===== config.mk =====
export PLATFORM = sky130hd
export DESIGN_NAME = core_timer
export DESIGN_NICKNAME = d
export VERILOG_FILES = /design/src/rtl/clt_pkg.sv /design/src/rtl/clt_time_counter.sv /design/src/rtl/clt_cmp_bank.sv /design/src/rtl/clt_cmp_eval.sv /design/src/rtl/core_timer.sv
export SDC_FILE = /design/constraint.sdc
export NUM_CORES = 1
export LEC_CHECK = 0
export ABC_AREA = 0
export ABC_CLOCK_PERIOD_IN_PS = 3250
export BUFFER_PORTS_ARGS = -buffer_cell sky130_fd_sc_hd__clkbuf_2
export CAP_MARGIN = 10
export CORE_MARGIN = 4
export CORE_UTILIZATION = 55
export CTS_BUF_LIST = sky130_fd_sc_hd__clkbuf_8
export CTS_CLUSTER_DIAMETER = 50
export DETAILED_ROUTE_END_ITERATION = 10
export GPL_ROUTABILITY_DRIVEN = 0
export GPL_TIMING_DRIVEN = 0
export MAX_ROUTING_LAYER = met4
export PLACE_DENSITY = 0.74
export SLEW_MARGIN = 5
export SYNTH_ARGS = -nofsm -noshare
export SYNTH_HDL_FRONTEND = slang
export SYNTH_SLANG_ARGS = --single-unit

===== constraint.sdc =====
create_clock -name clk -period 3.25 [get_ports clk]
set_input_delay 0.65 -clock clk [delete_from_list [all_inputs] [get_ports clk]]
set_output_delay 0.65 -clock clk [all_outputs]
set_load 0.01 [all_outputs]

===== src/rtl/clt_pkg.sv =====
package clt_pkg;
  localparam int unsigned CLT_HALF_W = 32;
  localparam int unsigned CLT_ADDR_W = 3;
  localparam int unsigned CLT_HALVES = 2;

  typedef logic [CLT_HALF_W-1:0] half_t;

  typedef enum logic [CLT_ADDR_W-1:0] {
    OFF_SOFT    = 3'd0,
    OFF_CMP_LO  = 3'd1,
    OFF_CMP_HI  = 3'd2,
    OFF_TIME_LO = 3'd3,
    OFF_TIME_HI = 3'd4
  } clt_reg_e;

  // Half-by-half reached test: high halves decide unless equal.
  function automatic logic half_reached(half_t t_hi, half_t t_lo, half_t c_hi, half_t c_lo);
    return (t_hi > c_hi) || ((t_hi == c_hi) && (t_lo >= c_lo));
  endfunction

  function automatic logic all_zero(half_t a, half_t b);
    return (a == '0) && (b == '0);
  endfunction
endpackage


===== src/rtl/clt_time_counter.sv =====
module clt_time_counter
  import clt_pkg::*;
#(
  parameter int unsigned W = CLT_HALF_W
) (
  input  logic         clk,
  input  logic         rst_n,
  input  logic         tick_en,
  input  logic         ld_lo,
  input  logic         ld_hi,
  input  logic [W-1:0] ld_val,
  output logic [W-1:0] time_lo,
  output logic [W-1:0] time_hi,
  output logic         lo_wrap
);
  logic [W:0] lo_sum;
  logic       adv;

  assign lo_sum  = {1'b0, time_lo} + (W+1)'(1);
  assign adv     = tick_en && !ld_lo && !ld_hi;
  assign lo_wrap = adv && lo_sum[W];

  always_ff @(posedge clk) begin
    if (!rst_n) begin
      time_lo <= '0;
      time_hi <= '0;
    end else if (ld_lo) begin
      time_lo <= ld_val;
    end else if (ld_hi) begin
      time_hi <= ld_val;
    end else if (adv) begin
      time_lo <= lo_sum[W-1:0];
      if (lo_sum[W]) time_hi <= time_hi + W'(1);
    end
  end

  a_r2_tick_step: assert property (@(posedge clk) disable iff (!rst_n)
    adv |=> time_lo == $past(time_lo) + W'(1));
  a_r2_hold: assert property (@(posedge clk) disable iff (!rst_n)
    (!tick_en && !ld_lo && !ld_hi) |=> ($stable(time_lo) && $stable(time_hi)));
  a_r3_carry: assert property (@(posedge clk) disable iff (!rst_n)
    lo_wrap |=> (time_lo == '0 && time_hi == $past(time_hi) + W'(1)));
  a_r4_load_lo: assert property (@(posedge clk) disable iff (!rst_n)
    ld_lo |=> (time_lo == $past(ld_val) && $stable(time_hi)));
endmodule


===== src/rtl/clt_cmp_bank.sv =====
module clt_cmp_bank
  import clt_pkg::*;
#(
  parameter int unsigned W = CLT_HALF_W,
  parameter int unsigned N = CLT_HALVES
) (
  input  logic                clk,
  input  logic                rst_n,
  input  logic [N-1:0]        wr_en,
  input  logic [W-1:0]        wr_val,
  output logic [N-1:0][W-1:0] cmp
);
  for (genvar g = 0; g < N; g++) begin : g_half
    always_ff @(posedge clk) begin
      if (!rst_n)       cmp[g] <= '0;
      else if (wr_en[g]) cmp[g] <= wr_val;
    end

    a_r10_cmp_write: assert property (@(posedge clk) disable iff (!rst_n)
      wr_en[g] |=> cmp[g] == $past(wr_val));
  end
endmodule


===== src/rtl/clt_cmp_eval.sv =====
module clt_cmp_eval
  import clt_pkg::*;
(
  input  half_t time_lo,
  input  half_t time_hi,
  input  half_t cmp_lo,
  input  half_t cmp_hi,
  output logic  cmp_zero,
  output logic  hit
);
  assign cmp_zero = all_zero(cmp_lo, cmp_hi);
  assign hit      = !cmp_zero && half_reached(time_hi, time_lo, cmp_hi, cmp_lo);
endmodule


===== src/rtl/core_timer.sv =====
module core_timer
  import clt_pkg::*;
(
  input  logic                  clk,
  input  logic                  rst_n,
  input  logic                  tick_en,
  input  logic                  bus_we,
  input  logic [CLT_ADDR_W-1:0] bus_addr,
  input  logic [CLT_HALF_W-1:0] bus_wdata,
  output logic [CLT_HALF_W-1:0] bus_rdata,
  input  logic                  timer_clr,
  output logic                  timer_pend,
  output logic                  soft_pend
);
  localparam int unsigned W = CLT_HALF_W;
  localparam int unsigned N = CLT_HALVES;

  logic                wr_soft, wr_tlo, wr_thi;
  logic [N-1:0]        wr_cmp;
  logic [N-1:0][W-1:0] cmp;
  logic [W-1:0]        time_lo, time_hi;
  logic                lo_wrap, cmp_zero, hit;

  assign wr_soft   = bus_we && (bus_addr == OFF_SOFT);
  assign wr_cmp[0] = bus_we && (bus_addr == OFF_CMP_LO);
  assign wr_cmp[1] = bus_we && (bus_addr == OFF_CMP_HI);
  assign wr_tlo    = bus_we && (bus_addr == OFF_TIME_LO);
  assign wr_thi    = bus_we && (bus_addr == OFF_TIME_HI);

  clt_time_counter #(.W(W)) u_count (
    .clk(clk), .rst_n(rst_n), .tick_en(tick_en),
    .ld_lo(wr_tlo), .ld_hi(wr_thi), .ld_val(bus_wdata),
    .time_lo(time_lo), .time_hi(time_hi), .lo_wrap(lo_wrap)
  );

  clt_cmp_bank #(.W(W), .N(N)) u_cmp (
    .clk(clk), .rst_n(rst_n), .wr_en(wr_cmp), .wr_val(bus_wdata), .cmp(cmp)
  );

  clt_cmp_eval u_eval (
    .time_lo(time_lo), .time_hi(time_hi), .cmp_lo(cmp[0]), .cmp_hi(cmp[1]),
    .cmp_zero(cmp_zero), .hit(hit)
  );

  // Clear wins this cycle; a persisting condition re-sets the flag next cycle.
  always_ff @(posedge clk) begin
    if (!rst_n)         timer_pend <= 1'b0;
    else if (timer_clr) timer_pend <= 1'b0;
    else if (hit)       timer_pend <= 1'b1;
  end

  always_ff @(posedge clk) begin
    if (!rst_n)       soft_pend <= 1'b0;
    else if (wr_soft) soft_pend <= bus_wdata[0];
  end

  always_comb begin
    bus_rdata = '0;
    case (bus_addr)
      OFF_SOFT:    bus_rdata = {{(W-1){1'b0}}, soft_pend};
      OFF_CMP_LO:  bus_rdata = cmp[0];
      OFF_CMP_HI:  bus_rdata = cmp[1];
      OFF_TIME_LO: bus_rdata = time_lo;
      OFF_TIME_HI: bus_rdata = time_hi;
      default:     bus_rdata = '0;
    endcase
  end

  a_r6_raise: assert property (@(posedge clk) disable iff (!rst_n)
    (hit && !timer_clr) |=> timer_pend);
  a_r7_zero_quiet: assert property (@(posedge clk) disable iff (!rst_n)
    (cmp_zero && !timer_pend) |=> !timer_pend);
  a_r8_sticky: assert property (@(posedge clk) disable iff (!rst_n)
    (timer_pend && !timer_clr) |=> timer_pend);
  a_r9_clear: assert property (@(posedge clk) disable iff (!rst_n)
    timer_clr |=> !timer_pend);
  a_r11_soft: assert property (@(posedge clk) disable iff (!rst_n)
    wr_soft |=> soft_pend == $past(bus_wdata[0]));
  a_r3_carry_seen: assert property (@(posedge clk) disable iff (!rst_n)
    lo_wrap |=> time_lo == '0);
endmodule


==> impl_metrics.json <==
{
  "setup_viol": 0,
  "synth_top_area_share": 0.307,
  "clkTransAtPathRegs_ns": 0.08,
  "start_kind": "input pin",
  "synthFlopType": "dfxtp_1",
  "dieWidth_um": 132,
  "ys_warn_count": 0,
  "crit_arrival_ns": 2.47,
  "pwr-share-seq": 0.488,
  "internal_power_uw": 2430,
  "tightestPinTransition_ns": 1.01,
  "syn_inst": 1169,
  "skew_ns": 0.0158,
  "cts_root_buf": "clkbuf_8",
  "ioPinCount": 74,
  "dr_total_vias": 9647,
  "p_leak_uw": 0.00353,
  "ir_drop_uv": 294,
  "viasPerCell": 6.60,
  "synth_area_mm2": 0.00848,
  "drt-initial-drc-count": 1290,
  "max_slew_margin": 0.322,
  "p_clk_frac": 0.356,
  "groute.usage.overall": 0.378,
  "postSynthAreaPerCell_um2": 7.25,
  "swShare": 0.311,
  "antenna_cells": 0,
  "yosysTopAreaCell": "dfxtp_1",
  "rows": 45,
  "cp_max_fo": 10,
  "combPwrFrac": 0.156,
  "firstDrtPassIters": 7,
  "required_ns": 2.60,
  "hold_viol_final": 0,
  "antenna_found_initial": 0,
  "status": "complete, no violations",
  "drtAntennaViolNets": 0,
  "crit_type": "input pin to primary output",
  "drv_slew": 0,
  "avgRoutedWirePerCell_um": 22.3,
  "cts_buffers": 17,
  "dp_hpwl_mm": 24.3,
  "worst_hold_path_type": "input pin to register",
  "rsz0062_at_grt": "no",
  "fin_nets": 1368,
  "grt_max_degree": 17,
  "syn-num-nets": 1275,
  "synthDistinctLibCells": 56,
  "core_mm2": 0.0151,
  "syn_to_final_growth_pct": 11.6,
  "synth_area_leaders": "dfxtp_1 31%, nand2_1 10%, ha_1 9.7%",
  "portBuffers": 72,
  "synth_edf_count": 0,
  "p_switching_uw": 1100,
  "synthArstFlopShare": 0,
  "fmax_mhz": 320,
  "grt_pass1_wl_mm": 50.3,
  "pwr_density_cell_mw_per_mm2": 373,
  "whs_ns": 0.442,
  "start_util": 0.560,
  "cts_hold_buf": 0,
  "finalCriticalPeriod_ns": 3.12,
  "worstSetupEndpointType": "primary output",
  "cts_tree": "done",
  "insertion_delay_ns": 0.47,
  "period_share": 0.960,
  "drive_gt1_frac": 0.102,
  "gr-total-overflow": 0,
  "max-clock-path-buffers": 2,
  "cts.sinks": 130,
  "yosysSeqAreaShare": 0.307,
  "grt_pass1_vias": 8819,
  "cts.htree.levels": 4,
  "synth-seq-cells": 130,
  "die_h_um": 132,
  "fin_total_pwr_uw": 3530,
  "maxCapViolCount": 0,
  "drc": 0,
  "die_area_mm2": 0.0175,
  "drt-total-wl_mm": 32.5
}
cell type report:
cell class	instances	area, µm²
Buffer	74	294
Tap cell	188	235
Fill cell	1442	5680
Clock buffer	22	303
Inverter	71	267
Multi-Input combinational cell	894	5350
Clock inverter	8	37.5
Sequential cell	130	2600
Timing Repair Buffer	74	375
routing by layer:
metal | vias to the layer above | part of all wire | track usage
met5 | - | 0 | -
met4 | 0 | 0.044 | 0.169
met3 | 99 | 0.12 | 0.0966
met2 | 680 | 0.43 | 0.547
met1 | 4450 | 0.41 | 0.497
li1 | 4418 | - | -
cells in the final DEF (no fill, tap or decap), types with 8 or more instances in the layout:
| master | n |
|---|---|
| a211oi_1 | 11 |
| a21oi_1 | 119 |
| a22oi_1 | 68 |
| a31oi_1 | 27 |
| and3_1 | 11 |
| and4_1 | 9 |
| clkbuf_1 | 61 |
| clkbuf_2 | 77 |
| clkbuf_8 | 22 |
| dfxtp_1 | 130 |
| ha_1 | 66 |
| inv_1 | 72 |
| nand2_1 | 228 |
| nand3_1 | 33 |
| nand4_1 | 27 |
| nor2_1 | 52 |
| nor3_1 | 18 |
| nor4_1 | 25 |
| o21ai_0 | 77 |
| or3_1 | 19 |
| xor2_1 | 8 |
synth_stat cells (26+ instances only):
cell type and number:
o21ai_0 77, a22oi_1 68, nor2_1 52, inv_1 70, ha_1 66, nand4_1 27, nand3_1 33, nand2_1 228
a21oi_1 119, dfxtp_1 130, nor4_1 26, clkbuf_1 67, a31oi_1 27
cell families (layout without fill, tap and decap cells):
logic type | Yosys count | in the layout | synth area share
and+or+nand+nor | 457 | 457 | 0.255
DFF | 130 | 130 | 0.307
adders and majority gates | 66 | 66 | 0.0974
AOI/OAI and AO/OA | 355 | 355 | 0.258
xor gates and xnor gates | 12 | 12 | 0.0124
buffers and inverters | 145 | 249 | 0.0648
muxes | 4 | 4 | 0.00502
worst paths after layout:
check / startpoint / endpoint / slack (ns) / cells after the start
setup / recovery: bus_addr[0] / bus_rdata[13] / 0.13 / 8
hold / removal: bus_wdata[12] / u_cmp.cmp[12]$_SDFFE_PN0P_ / 0.44 / 3
setup reg to reg: u_cmp.cmp[63]$_SDFFE_PN0P_ / timer_pend$_SDFFE_PP0P_ / 0.15 / 8
hold reg to reg: u_cmp.cmp[51]$_SDFFE_PN0P_ / u_cmp.cmp[51]$_SDFFE_PN0P_ / 0.49 / 2
registers in the layout, indices dropped and copies added (netlist names):
signal,flops
u_cmp.cmp,64
timer_pend,1
u_count.time_hi,32
soft_pend,1
u_count.time_lo,32
through the flow:
stage          setup TNS [ns]  setup WS, ns   util  cell area, µm²  instances
3_3_place_gp            -1.75        -0.217  0.599            9070       1429
4_1_cts                     0        0.0120  0.623            9440       1459
3_5_place_dp            -2.27        -0.230  0.599            9070       1429
6_report                    0         0.129  0.625            9470       1461
2_1_floorplan               0         0.613      -            8480       1169
5_1_grt                     0        0.0356  0.625            9470       1461
repair_timing:
action                     in CTS  in global routing
pin swaps                       0                  1
setup endpoints to repair      22                 33
gates resized for setup         7                 10
setup buffers                   0                  2
critical path, cell delays in order:
cell and delay (ns):
clkbuf_1 0.31, nor2b_2 0.32, nor2b_1 0.16, clkbuf_1 0.28
clkbuf_4 0.35, a22oi_1 0.13, nand2_1 0.12, clkbuf_2 0.14
power by group through the flow:
stage | Combinational [µW] | Sequential [µW] | Clock [µW]
floorplan | 315 | 1730 | 0
finish | 552 | 1720 | 1260
global placement | 519 | 1750 | 0
global route | 597 | 1730 | 1320
detailed placement | 526 | 1760 | 0
CTS | 531 | 1720 | 1250
No activity file was read; power rests on OpenSTA's default activity.
